$ cat config.mk
export PLATFORM = sky130hd
export DESIGN_NAME = frame_irq_gen
export DESIGN_NICKNAME = d
export VERILOG_FILES = /design/src/rtl/frame_irq_pkg.sv /design/src/rtl/frame_irq_ctrl.sv /design/src/rtl/frame_irq_datapath.sv /design/src/rtl/frame_irq_gen.sv
export SDC_FILE = /design/constraint.sdc
export NUM_CORES = 1
export LEC_CHECK = 0
export BUFFER_PORTS_ARGS = -buffer_cell sky130_fd_sc_hd__buf_2
export CORE_AREA = 8 8 45 47
export DETAILED_ROUTE_END_ITERATION = 12
export DIE_AREA = 0 0 53 55
export HOLD_SLACK_MARGIN = 0.15
export SYNTH_ARGS = -nofsm -noshare
export SYNTH_HDL_FRONTEND = slang
export SYNTH_SLANG_ARGS = --single-unit
$ cat constraint.sdc
create_clock -name clk -period 2 [get_ports clk]
set_clock_uncertainty 0.05 [all_clocks]
set_input_delay 0.2 -clock clk [delete_from_list [all_inputs] [get_ports clk]]
set_output_delay 0.2 -clock clk [all_outputs]
set_load 0.1 [all_outputs]
$ cat src/rtl/frame_irq_pkg.sv
package frame_irq_pkg;

  // Strobes sent from the control module to the datapath each cycle.
  typedef struct packed {
    logic startPulse;  // sync rising edge seen: begin a full-width pulse
    logic ackClear;    // turbo acknowledge seen: end the pulse now
  } irqStrobes_t;

endpackage

$ cat src/rtl/frame_irq_ctrl.sv
module frame_irq_ctrl
  import frame_irq_pkg::*;
(
  input  logic        clk,
  input  logic        rstN,
  input  logic        frameSync,
  input  logic        m1N,
  input  logic        iorqN,
  input  logic        turboEn,
  output irqStrobes_t strobes
);

  // Previous sync sample. It resets to 1, so a sync that is already high
  // when reset is released does not count as an edge.
  logic syncPrev;

  always_ff @(posedge clk or negedge rstN) begin
    if (!rstN) syncPrev <= 1'b1;
    else       syncPrev <= frameSync;
  end

  logic ackCycle;
  assign ackCycle = ~m1N & ~iorqN;

  always_comb begin
    strobes            = '0;
    strobes.startPulse = frameSync & ~syncPrev;
    strobes.ackClear   = turboEn & ackCycle;
  end

endmodule

$ cat src/rtl/frame_irq_datapath.sv
module frame_irq_datapath
  import frame_irq_pkg::*;
#(
  parameter int PULSE_CYCLES = 32
) (
  input  logic        clk,
  input  logic        rstN,
  input  irqStrobes_t strobes,
  output logic        pulseActive
);

  localparam int CNT_W = (PULSE_CYCLES > 2) ? $clog2(PULSE_CYCLES) : 1;
  localparam logic [CNT_W-1:0] LAST_CNT = CNT_W'(PULSE_CYCLES - 1);

  logic [CNT_W-1:0] widthCnt;
  logic             activeQ;

  always_ff @(posedge clk or negedge rstN) begin
    if (!rstN) begin
      activeQ  <= 1'b0;
      widthCnt <= '0;
    end else if (strobes.startPulse) begin
      // A start outranks an early clear at the same edge.
      activeQ  <= 1'b1;
      widthCnt <= '0;
    end else if (activeQ) begin
      if (strobes.ackClear || widthCnt == LAST_CNT) begin
        activeQ  <= 1'b0;
        widthCnt <= '0;
      end else begin
        widthCnt <= widthCnt + 1'b1;
      end
    end
  end

  assign pulseActive = activeQ;

endmodule

$ cat src/rtl/frame_irq_gen.sv
module frame_irq_gen
  import frame_irq_pkg::*;
#(
  parameter int PULSE_CYCLES = 32
) (
  input  logic clk,
  input  logic rstN,
  input  logic frameSync,
  input  logic m1N,
  input  logic iorqN,
  input  logic turboEn,
  output logic intN
);

  irqStrobes_t strobes;
  logic        pulseActive;

  frame_irq_ctrl u_ctrl (
    .clk       (clk),
    .rstN      (rstN),
    .frameSync (frameSync),
    .m1N       (m1N),
    .iorqN     (iorqN),
    .turboEn   (turboEn),
    .strobes   (strobes)
  );

  frame_irq_datapath #(.PULSE_CYCLES(PULSE_CYCLES)) u_dp (
    .clk         (clk),
    .rstN        (rstN),
    .strobes     (strobes),
    .pulseActive (pulseActive)
  );

  assign intN = ~pulseActive;

endmodule

Yosys cells after proc, flatten, opt, wreduce, memory -nomap -nowiden --
Cells that the tools add are included.
Storage, ports and cells: input bits 6, bits in registers 7
Cells by class: bitwise logic cells 7, muxes and demuxes 6, eq/ne operators 1, reductions and logical operators 2, add/subtract/negate cells 1
Operator list (count):
- $mux 5 | 3
- $add 5x1->5 const B | 1
- $eq 5x5->1 const B | 1
- $not 1->1 | 4
- $and 1x1->1 | 3
- $mux 1 | 3
- $reduce_bool 2->1 | 1
- $logic_or 1x1->1 | 1

Logic depth before layout (Yosys ltp) --
Gate-level depths: netlist (run 1).
depth after elaboration 7, mapped depth 6, depth with buffers taken out 6

Hierarchy --
Synthesis (run 1) repeated with hierarchy kept, for this count alone.
Second synthesis, totals: cell total of the unflattened synthesis 33, area, all modules 352.8 µm²
By module, submodules not included:
- frame_irq_datapath | sequential area each 150.1 µm², cells an instance 29, area an instance 304.0 µm², instances 1
- frame_irq_ctrl | sequential area each 26.3 µm², cells an instance 3, area an instance 45.0 µm², instances 1
- frame_irq_gen | sequential area each 0.0 µm², cells an instance 1, area an instance 3.8 µm², instances 1

Worst setup path before layout (run 1) --
Ideal clock, no wire load.
path type reg-to-reg, start point register u_dp.widthCnt[0], end point register u_dp.widthCnt[4], cell stages (with the launch flop) 7, data required time 1.872 ns, setup slack 0.399 ns, setup time 0.078 ns, arrival time 1.474 ns, cell sequence dfrtp_1 ha_1 and3_1 ha_1 nand2_1 or3_1 a21oi_1
On the way: cells in the longest elaborated chain, start to end 5
RTL lines:
- start, declared | RTL line frame_irq_datapath.sv:15 | logic [CNT_W-1:0] widthCnt;
- start signal, assigned | RTL line frame_irq_datapath.sv:31 | widthCnt <= widthCnt + 1'b1;
- branches (longest 2 deep; another with $add 5x1->5)
- $mux 5 (*) | RTL line frame_irq_datapath.sv:27 | if (strobes.ackClear || widthCnt == LAST_CNT) begin
- $mux 5 (*) | RTL line frame_irq_datapath.sv:26 | end else if (activeQ) begin
- $mux 5 (*) | RTL line frame_irq_datapath.sv:22 | end else if (strobes.startPulse) begin
Every way passes the cells marked *. The select of a mux whose other input is x is not followed. A chain may end at the register's enable or synchronous reset.

Worst setup path in the final report (run 1) --
Ends and elaborated chain as after synthesis.

==> results.json, run 1 <==
{
  "syn_avg_cell_area_um2": 9.98,
  "rsz0062_at_grt": "no",
  "hold_viol": 0,
  "crit_type": "register to register",
  "numCtsBuffers": 3,
  "r2r_setup_slack_ns": 0.31,
  "antenna_found_initial": 0,
  "coreArea_um2": 1380,
  "p_leak_nw": 0.222,
  "dieArea_um2": 2920,
  "status": "complete, no violations",
  "combPwrFrac": 0.258,
  "yosysWarnings": 0,
  "critPathMaxStageDelay_ns": 0.40,
  "async_flop_share": 1.00,
  "ios": 7,
  "ys.flop_type": "dfrtp_1",
  "cts_sinks": 7,
  "cts_resized": 0,
  "crit_top_cell": "ha_1",
  "clkPwrFrac": 0.289,
  "cp_top_family": "simple AND/OR/NAND/NOR gates",
  "drive_gt1_frac": 0.245,
  "synth.largest_area_cell": "dfrtp_1",
  "cts_setup_buffers": 0,
  "ys_top_cells_by_area": "dfrtp_1, dfstp_2, ha_1",
  "diodes": 0,
  "period_needed_ns": 1.69,
  "io_buffers": 6,
  "critPathLaunchType": "register",
  "post_synth_num_cell_types": 23,
  "grt_max_degree": 11,
  "grt_use_total": 0.0604,
  "area_growth_pct": 20.9,
  "fin_nets": 58,
  "finalWirelength_um": 720,
  "seq_area_frac_synth": 0.453,
  "pre_cts_slack_ns": 0.313,
  "synth_edf_count": 0,
  "cts_buffer_depth": 2,
  "worst_hold_path_type": "input pin to async pin",
  "cts.clk_slew.worst_paths_ns": 0.05,
  "max_slew_margin": 0.674,
  "overflow": 0,
  "ys_top_cells_by_count": "dfrtp_1, nand2_1, a21oi_1, nor2_1",
  "die_y_um": 55,
  "critical_path_peak_fanout": 4,
  "cts_root_buffer": "clkbuf_4",
  "seqPwrFrac": 0.453,
  "cp_cell_sequence": "ha_1 -> and3_1 -> ha_1 -> nand2_1 -> or3_1 -> a21oi_1",
  "drv_slew": 0,
  "ys_seq_elements": 7,
  "worstSkewPairLatency_ns": 0.25,
  "finalWorstSetupSlack_ns": 0.313,
  "grt_pass1_vias": 314,
  "netSwitchingFraction": 0.314,
  "netSwitchingPower_w": 0.000137,
  "cpMaxStageDelayCell": "dfrtp_1",
  "die_x_um": 53,
  "syn_area_um2": 389,
  "critPathCaptureType": "register",
  "crit_required_ns": 2.12,
  "drtIter0Drc": 1,
  "viasPerCell": 4.85,
  "floorplan.initialDensity": 0.281,
  "final_area_um2": 470,
  "final.setup.tns_ns": 0,
  "dpl_cell_area_um2": 424,
  "peakVddDrop_v": 0.000408,
  "synth_top_area_share": 0.386,
  "core.rowCount": 14,
  "min_period_over_period": 0.844,
  "via_count": 315,
  "crit_arrival_ns": 1.81,
  "htree_num_levels": 1,
  "gp_congestion": 0.761,
  "p_int_w": 0.000300,
  "hold_ws_ns": 0.263,
  "tightestPinTransition_ns": 0.492,
  "hpwlAfterDp_um": 550,
  "syn_inst": 39,
  "wl_per_cell_um": 11.1,
  "synth_nets": 47,
  "power_density_nw_per_um2": 930,
  "max_cap_violations": 0,
  "dr.pass1.iters": 2,
  "tritoncts": "yes",
  "setup_viol_count_final": 0,
  "grt_pass1_wl_mm": 1.26,
  "drtAntennaViolNets": 0,
  "path_buf_inv": 0,
  "timing.fmax_mhz": 593,
  "post-route-drc-count": 0
}
==> flip-flops by register name (all words and copies together), names as in the netlist <==
register and count:
u_dp.pulseActive 1, u_dp.widthCnt 5, u_ctrl.syncPrev 1
==> routing by layer <==
layer,vias to the layer above,track usage,share of wire
met5,-,0,0
met4,0,0.0647,0
met3,0,0.0187,0.067
met2,6,0.0801,0.43
met1,154,0.0725,0.51
li1,155,-,-
==> cell type report <==
class	count	area, um^2
Timing Repair Buffer	8	50.0
Clock buffer	4	26.3
Multi-Input combinational cell	29	194
Tap cell	16	20.0
Fill cell	141	913
Sequential cell	7	176
Inverter	1	3.75
==> worst reg2reg max path, delay by kind of cell, from the launching register on <==
family                     cells  cell delay, ns
adders and majority gates      2            0.50
AOI/OAI and AO/OA              1            0.14
and+or+nand+nor                3            0.53
DFF                            1            0.40
==> stage by stage <==
| stage | util | instances | total power [W] |
|---|---|---|---|
| floorplan | - | 39 | 0.000286 |
| global placement | 0.307 | 59 | 0.000307 |
| detailed placement | 0.307 | 59 | 0.000309 |
| CTS | 0.340 | 65 | 0.000449 |
| global route | 0.340 | 65 | 0.000468 |
| finish | 0.340 | 65 | 0.000438 |
==> placed cells by master, fill, tap and decap left out, drive strengths merged, types with 2 or more instances in the layout <==
master	netlist	final
buf	1	6
nor2	3	3
or3	2	2
nor3b	2	2
nand2	6	6
dfrtp	6	6
a21oi	3	3
dlygate4sd3	0	2
clkbuf	1	4
ha	2	2
==> timing repair <==
action                                  in CTS  in global routing
endpoints found under the setup margin       0                  0
endpoints found under the hold margin        8                  0
hold buffers                                 2                  0
==> power groups by stage <==
stage | Clock, W | Combinational, W | Sequential, W
final | 0.000126 | 0.000113 | 0.000198
after global routing | 0.000139 | 0.000125 | 0.000203
after detailed placement | 0 | 0.000109 | 0.000201
after global placement | 0 | 0.000106 | 0.000201
after floorplan | 0 | 0.0000956 | 0.000190
after CTS | 0.000135 | 0.000115 | 0.000198
==> cells by family (layout without fill, tap and decap cells) <==
group | count (synthesis) | in the layout | synth area share
mux | 1 | 1 | 0.0257
buf+inv | 3 | 13 | 0.0482
fa+ha+maj | 2 | 2 | 0.0643
flops | 7 | 7 | 0.453
simple gates | 19 | 19 | 0.289
compound gates | 7 | 7 | 0.119
==> worst paths after layout <==
kind,startpoint,to,cells after the start
worst max-delay path,u_dp.widthCnt[0]$_DFFE_PN0P_,u_dp.widthCnt[4]$_DFFE_PN0P_,6
worst min-delay path,rstN,u_dp.widthCnt[3]$_DFFE_PN0P_,2
worst max register to register,u_dp.widthCnt[0]$_DFFE_PN0P_,u_dp.widthCnt[4]$_DFFE_PN0P_,6
worst min register to register,u_dp.widthCnt[4]$_DFFE_PN0P_,u_dp.widthCnt[4]$_DFFE_PN0P_,2
max in group asynchronous,rstN,u_ctrl.syncPrev$_DFF_PN1_,2
min in group clk,m1N,u_dp.pulseActive$_DFF_PN0_,4
Power figures use the tool's default switching activity.
==> inputs of run 2 (changes only) <==
--- a/config.mk
+++ b/config.mk
@@ -5,6 +5,7 @@
 export SDC_FILE = /design/constraint.sdc
 export NUM_CORES = 1
 export LEC_CHECK = 0
+export ABC_AREA = 1
 export BUFFER_PORTS_ARGS = -buffer_cell sky130_fd_sc_hd__buf_2
 export CORE_AREA = 8 8 45 47
 export DETAILED_ROUTE_END_ITERATION = 12
==> constraint.sdc (replaced) <==
create_clock -name clk -period 1.4 [get_ports clk]
set_clock_uncertainty 0.05 [all_clocks]
set_input_delay 0.14 -clock clk [delete_from_list [all_inputs] [get_ports clk]]
set_output_delay 0.14 -clock clk [all_outputs]
set_load 0.1 [all_outputs]
==> results.json, run 2 <==
{
  "drive_gt1_frac": 0.403,
  "crit_required_ns": 1.54,
  "grt_pass1_vias": 336,
  "synthMuxAreaShare": 0,
  "die_x_um": 53,
  "hold_viol": 0,
  "finalWirelength_um": 777,
  "layout_commonest_cell": "nand2_1",
  "ys.flop_type": "dfrtp_1",
  "cts.clk_slew.worst_paths_ns": 0.06,
  "min_period_over_period": 0.997,
  "yosysWarnings": 0,
  "critical_path_peak_fanout": 5,
  "final_cells": 78,
  "coreArea_um2": 1380,
  "synth_most_common_cell": "nand2_1",
  "path_buf_inv": 0,
  "worstSkewPairLatency_ns": 0.25,
  "antenna_found_initial": 0,
  "area_growth_pct": 42.9,
  "max_cap_violations": 0,
  "via_count": 319,
  "synthSimpleGateAreaFrac": 0.359,
  "max_slew_margin": 0.679,
  "overflow": 0,
  "synth_nets": 51,
  "synth_top_area_share": 0.418,
  "seq_area_frac_synth": 0.491,
  "finalWorstSetupSlack_ns": 0.00441,
  "fill_cells": 150,
  "fin_nets": 71,
  "cpMaxStageDelayCell": "dfrtp_1",
  "power_density_nw_per_um2": 1380,
  "crit_arrival_ns": 1.53,
  "numCtsBuffers": 3,
  "critPathCaptureType": "register",
  "htree_num_levels": 1,
  "multiInputGateArea_um2": 173,
  "final_cell_mix": "nand2_1, buf_4, buf_2, dfrtp_1",
  "synth.largest_area_cell": "dfrtp_1",
  "tritoncts": "yes",
  "largest_reg_flops": 5,
  "critPathLaunchType": "register",
  "critPathMaxStageDelay_ns": 0.39,
  "ff_latch_area_um2": 176,
  "grt_use_total": 0.0583,
  "diodes": 0,
  "ys_top_cells_by_area": "dfrtp_1, nand2_1, dfstp_2",
  "regMostFlops": "u_dp.widthCnt",
  "tightestPinTransition_ns": 0.485,
  "peakVddDrop_v": 0.000384,
  "grt_max_degree": 8,
  "synth_compound_area_frac": 0.0139,
  "ys_top_cells_by_count": "nand2_1, dfrtp_1, nor2_1",
  "placed_cells_incl_taps": 69,
  "drv_slew": 0,
  "drtAntennaViolNets": 0,
  "ios": 7,
  "hpwlAfterDp_um": 523,
  "floorplan.initialDensity": 0.259,
  "io_buffers": 6,
  "synthXorXnorAreaFrac": 0.0244,
  "crit_top_cell": "nand2_1",
  "core.rowCount": 14,
  "syn_avg_cell_area_um2": 8.35,
  "post_synth_num_cell_types": 14,
  "status": "complete, no violations",
  "synthAdderAreaFrac": 0.0697,
  "timing.fmax_mhz": 717,
  "rsz0062_at_grt": "yes",
  "period_needed_ns": 1.40,
  "dr.pass1.iters": 4,
  "cts_root_buffer": "clkbuf_4",
  "crit_type": "register to register",
  "viasPerCell": 4.09,
  "cp_cell_sequence": "ha_2 -> nand2_1 -> nor2_1 -> ha_2 -> nor2_4 -> nand2_2 -> nor2_4 -> nand2_1 -> nand2_1",
  "syn_inst": 43,
  "grt_pass1_wl_mm": 1.23,
  "p_total_w": 0.000706,
  "worst_hold_path_type": "input pin to register",
  "async_flop_share": 1.00,
  "syn_area_um2": 359,
  "ys_seq_elements": 7,
  "cts_buffer_depth": 2,
  "synth_top_family_by_area": "simple AND/OR/NAND/NOR gates",
  "cts_sinks": 7,
  "die_y_um": 55,
  "synth_edf_count": 0,
  "pre_cts_slack_ns": -0.0258,
  "wl_per_cell_um": 9.96,
  "dieArea_um2": 2920,
  "gp_congestion": 0.711,
  "setup_viol_count_final": 0,
  "cp_top_family": "simple AND/OR/NAND/NOR gates",
  "drtIter0Drc": 15,
  "post-route-drc-count": 0,
  "p_leak_nw": 0.279
}
-- run 2: changes by cell type after synthesis, moves of 2 or more --
cell,change
nand2_1,+13
inv_2,+2
a21oi_1,-3
or3_1,-2
nor2_4,+2
-- run 2: routing by layer --
metal,share of wire,global-route usage
met1,0.44,0.0526
met2,0.51,0.104
met3,0.055,0.0107
met4,0,0.0647
met5,0,0
-- run 2: layout make-up --
class | count | area share
Sequential cell | 7 | 0.344
Multi-Input combinational cell | 32 | 0.337
Timing Repair Buffer | 15 | 0.200
Clock buffer | 4 | 0.0512
Tap cell | 16 | 0.0390
Inverter | 4 | 0.0293
-- run 2: where the power goes --
| part | internal, W | switching, W |
|---|---|---|
| sequential | 0.000240 | 0.0000233 |
| clock | 0.000109 | 0.0000767 |
| combinational | 0.000127 | 0.000130 |
-- run 2: repair_timing --
item	CTS	global route
endpoints found under the hold margin	9	0
pin swaps	6	4
buffers inserted	1	2
gates resized for setup	1	0
hold buffers	2	0
cloned	0	0
setup endpoints to repair	5	5
-- run 2: final timing paths --
kind                                         startpoint                            to  slack, ns  depth (start not counted)
max                        u_dp.widthCnt[1]$_DFFE_PN0P_  u_dp.widthCnt[3]$_DFFE_PN0P_      0.004                          9
min                                             turboEn    u_dp.pulseActive$_DFF_PN0_       0.18                          4
max reg2reg                u_dp.widthCnt[1]$_DFFE_PN0P_  u_dp.widthCnt[3]$_DFFE_PN0P_      0.004                          9
min reg2reg                u_dp.widthCnt[4]$_DFFE_PN0P_  u_dp.widthCnt[4]$_DFFE_PN0P_       0.44                          2
max in group asynchronous                          rstN     u_ctrl.syncPrev$_DFF_PN1_       0.87                          2
min in group asynchronous                          rstN  u_dp.widthCnt[2]$_DFFE_PN0P_       0.19                          2
-- run 2: through the flow --
stage	area (um^2)	setup TNS, ns	utilization	hold WS [ns]
5_1_grt	513	-0.359	0.371	0.213
3_5_place_dp	442	-0.110	0.319	-0.0703
2_1_floorplan	362	0	-	-0.206
3_3_place_gp	442	-0.00792	0.319	-0.0690
6_report	513	0	0.371	0.183
4_1_cts	498	-0.0603	0.360	0.185
-- run 2: worst reg2reg max path: stages (launching register included) --
cell	delay, ns
dfrtp_1	0.39
ha_2	0.18
nand2_1	0.06
nor2_1	0.04
ha_2	0.17
nor2_4	0.08
nand2_2	0.07
nor2_4	0.15
nand2_1	0.07
nand2_1	0.05
-- run 2: logic make-up (layout without fill, tap and decap cells) --
group           Yosys count  in the layout
buf+inv                   4             23
simple gates             28             28
flops                     7              7
fa+ha+maj                 2              2
compound gates            1              1
xor+xnor                  1              1
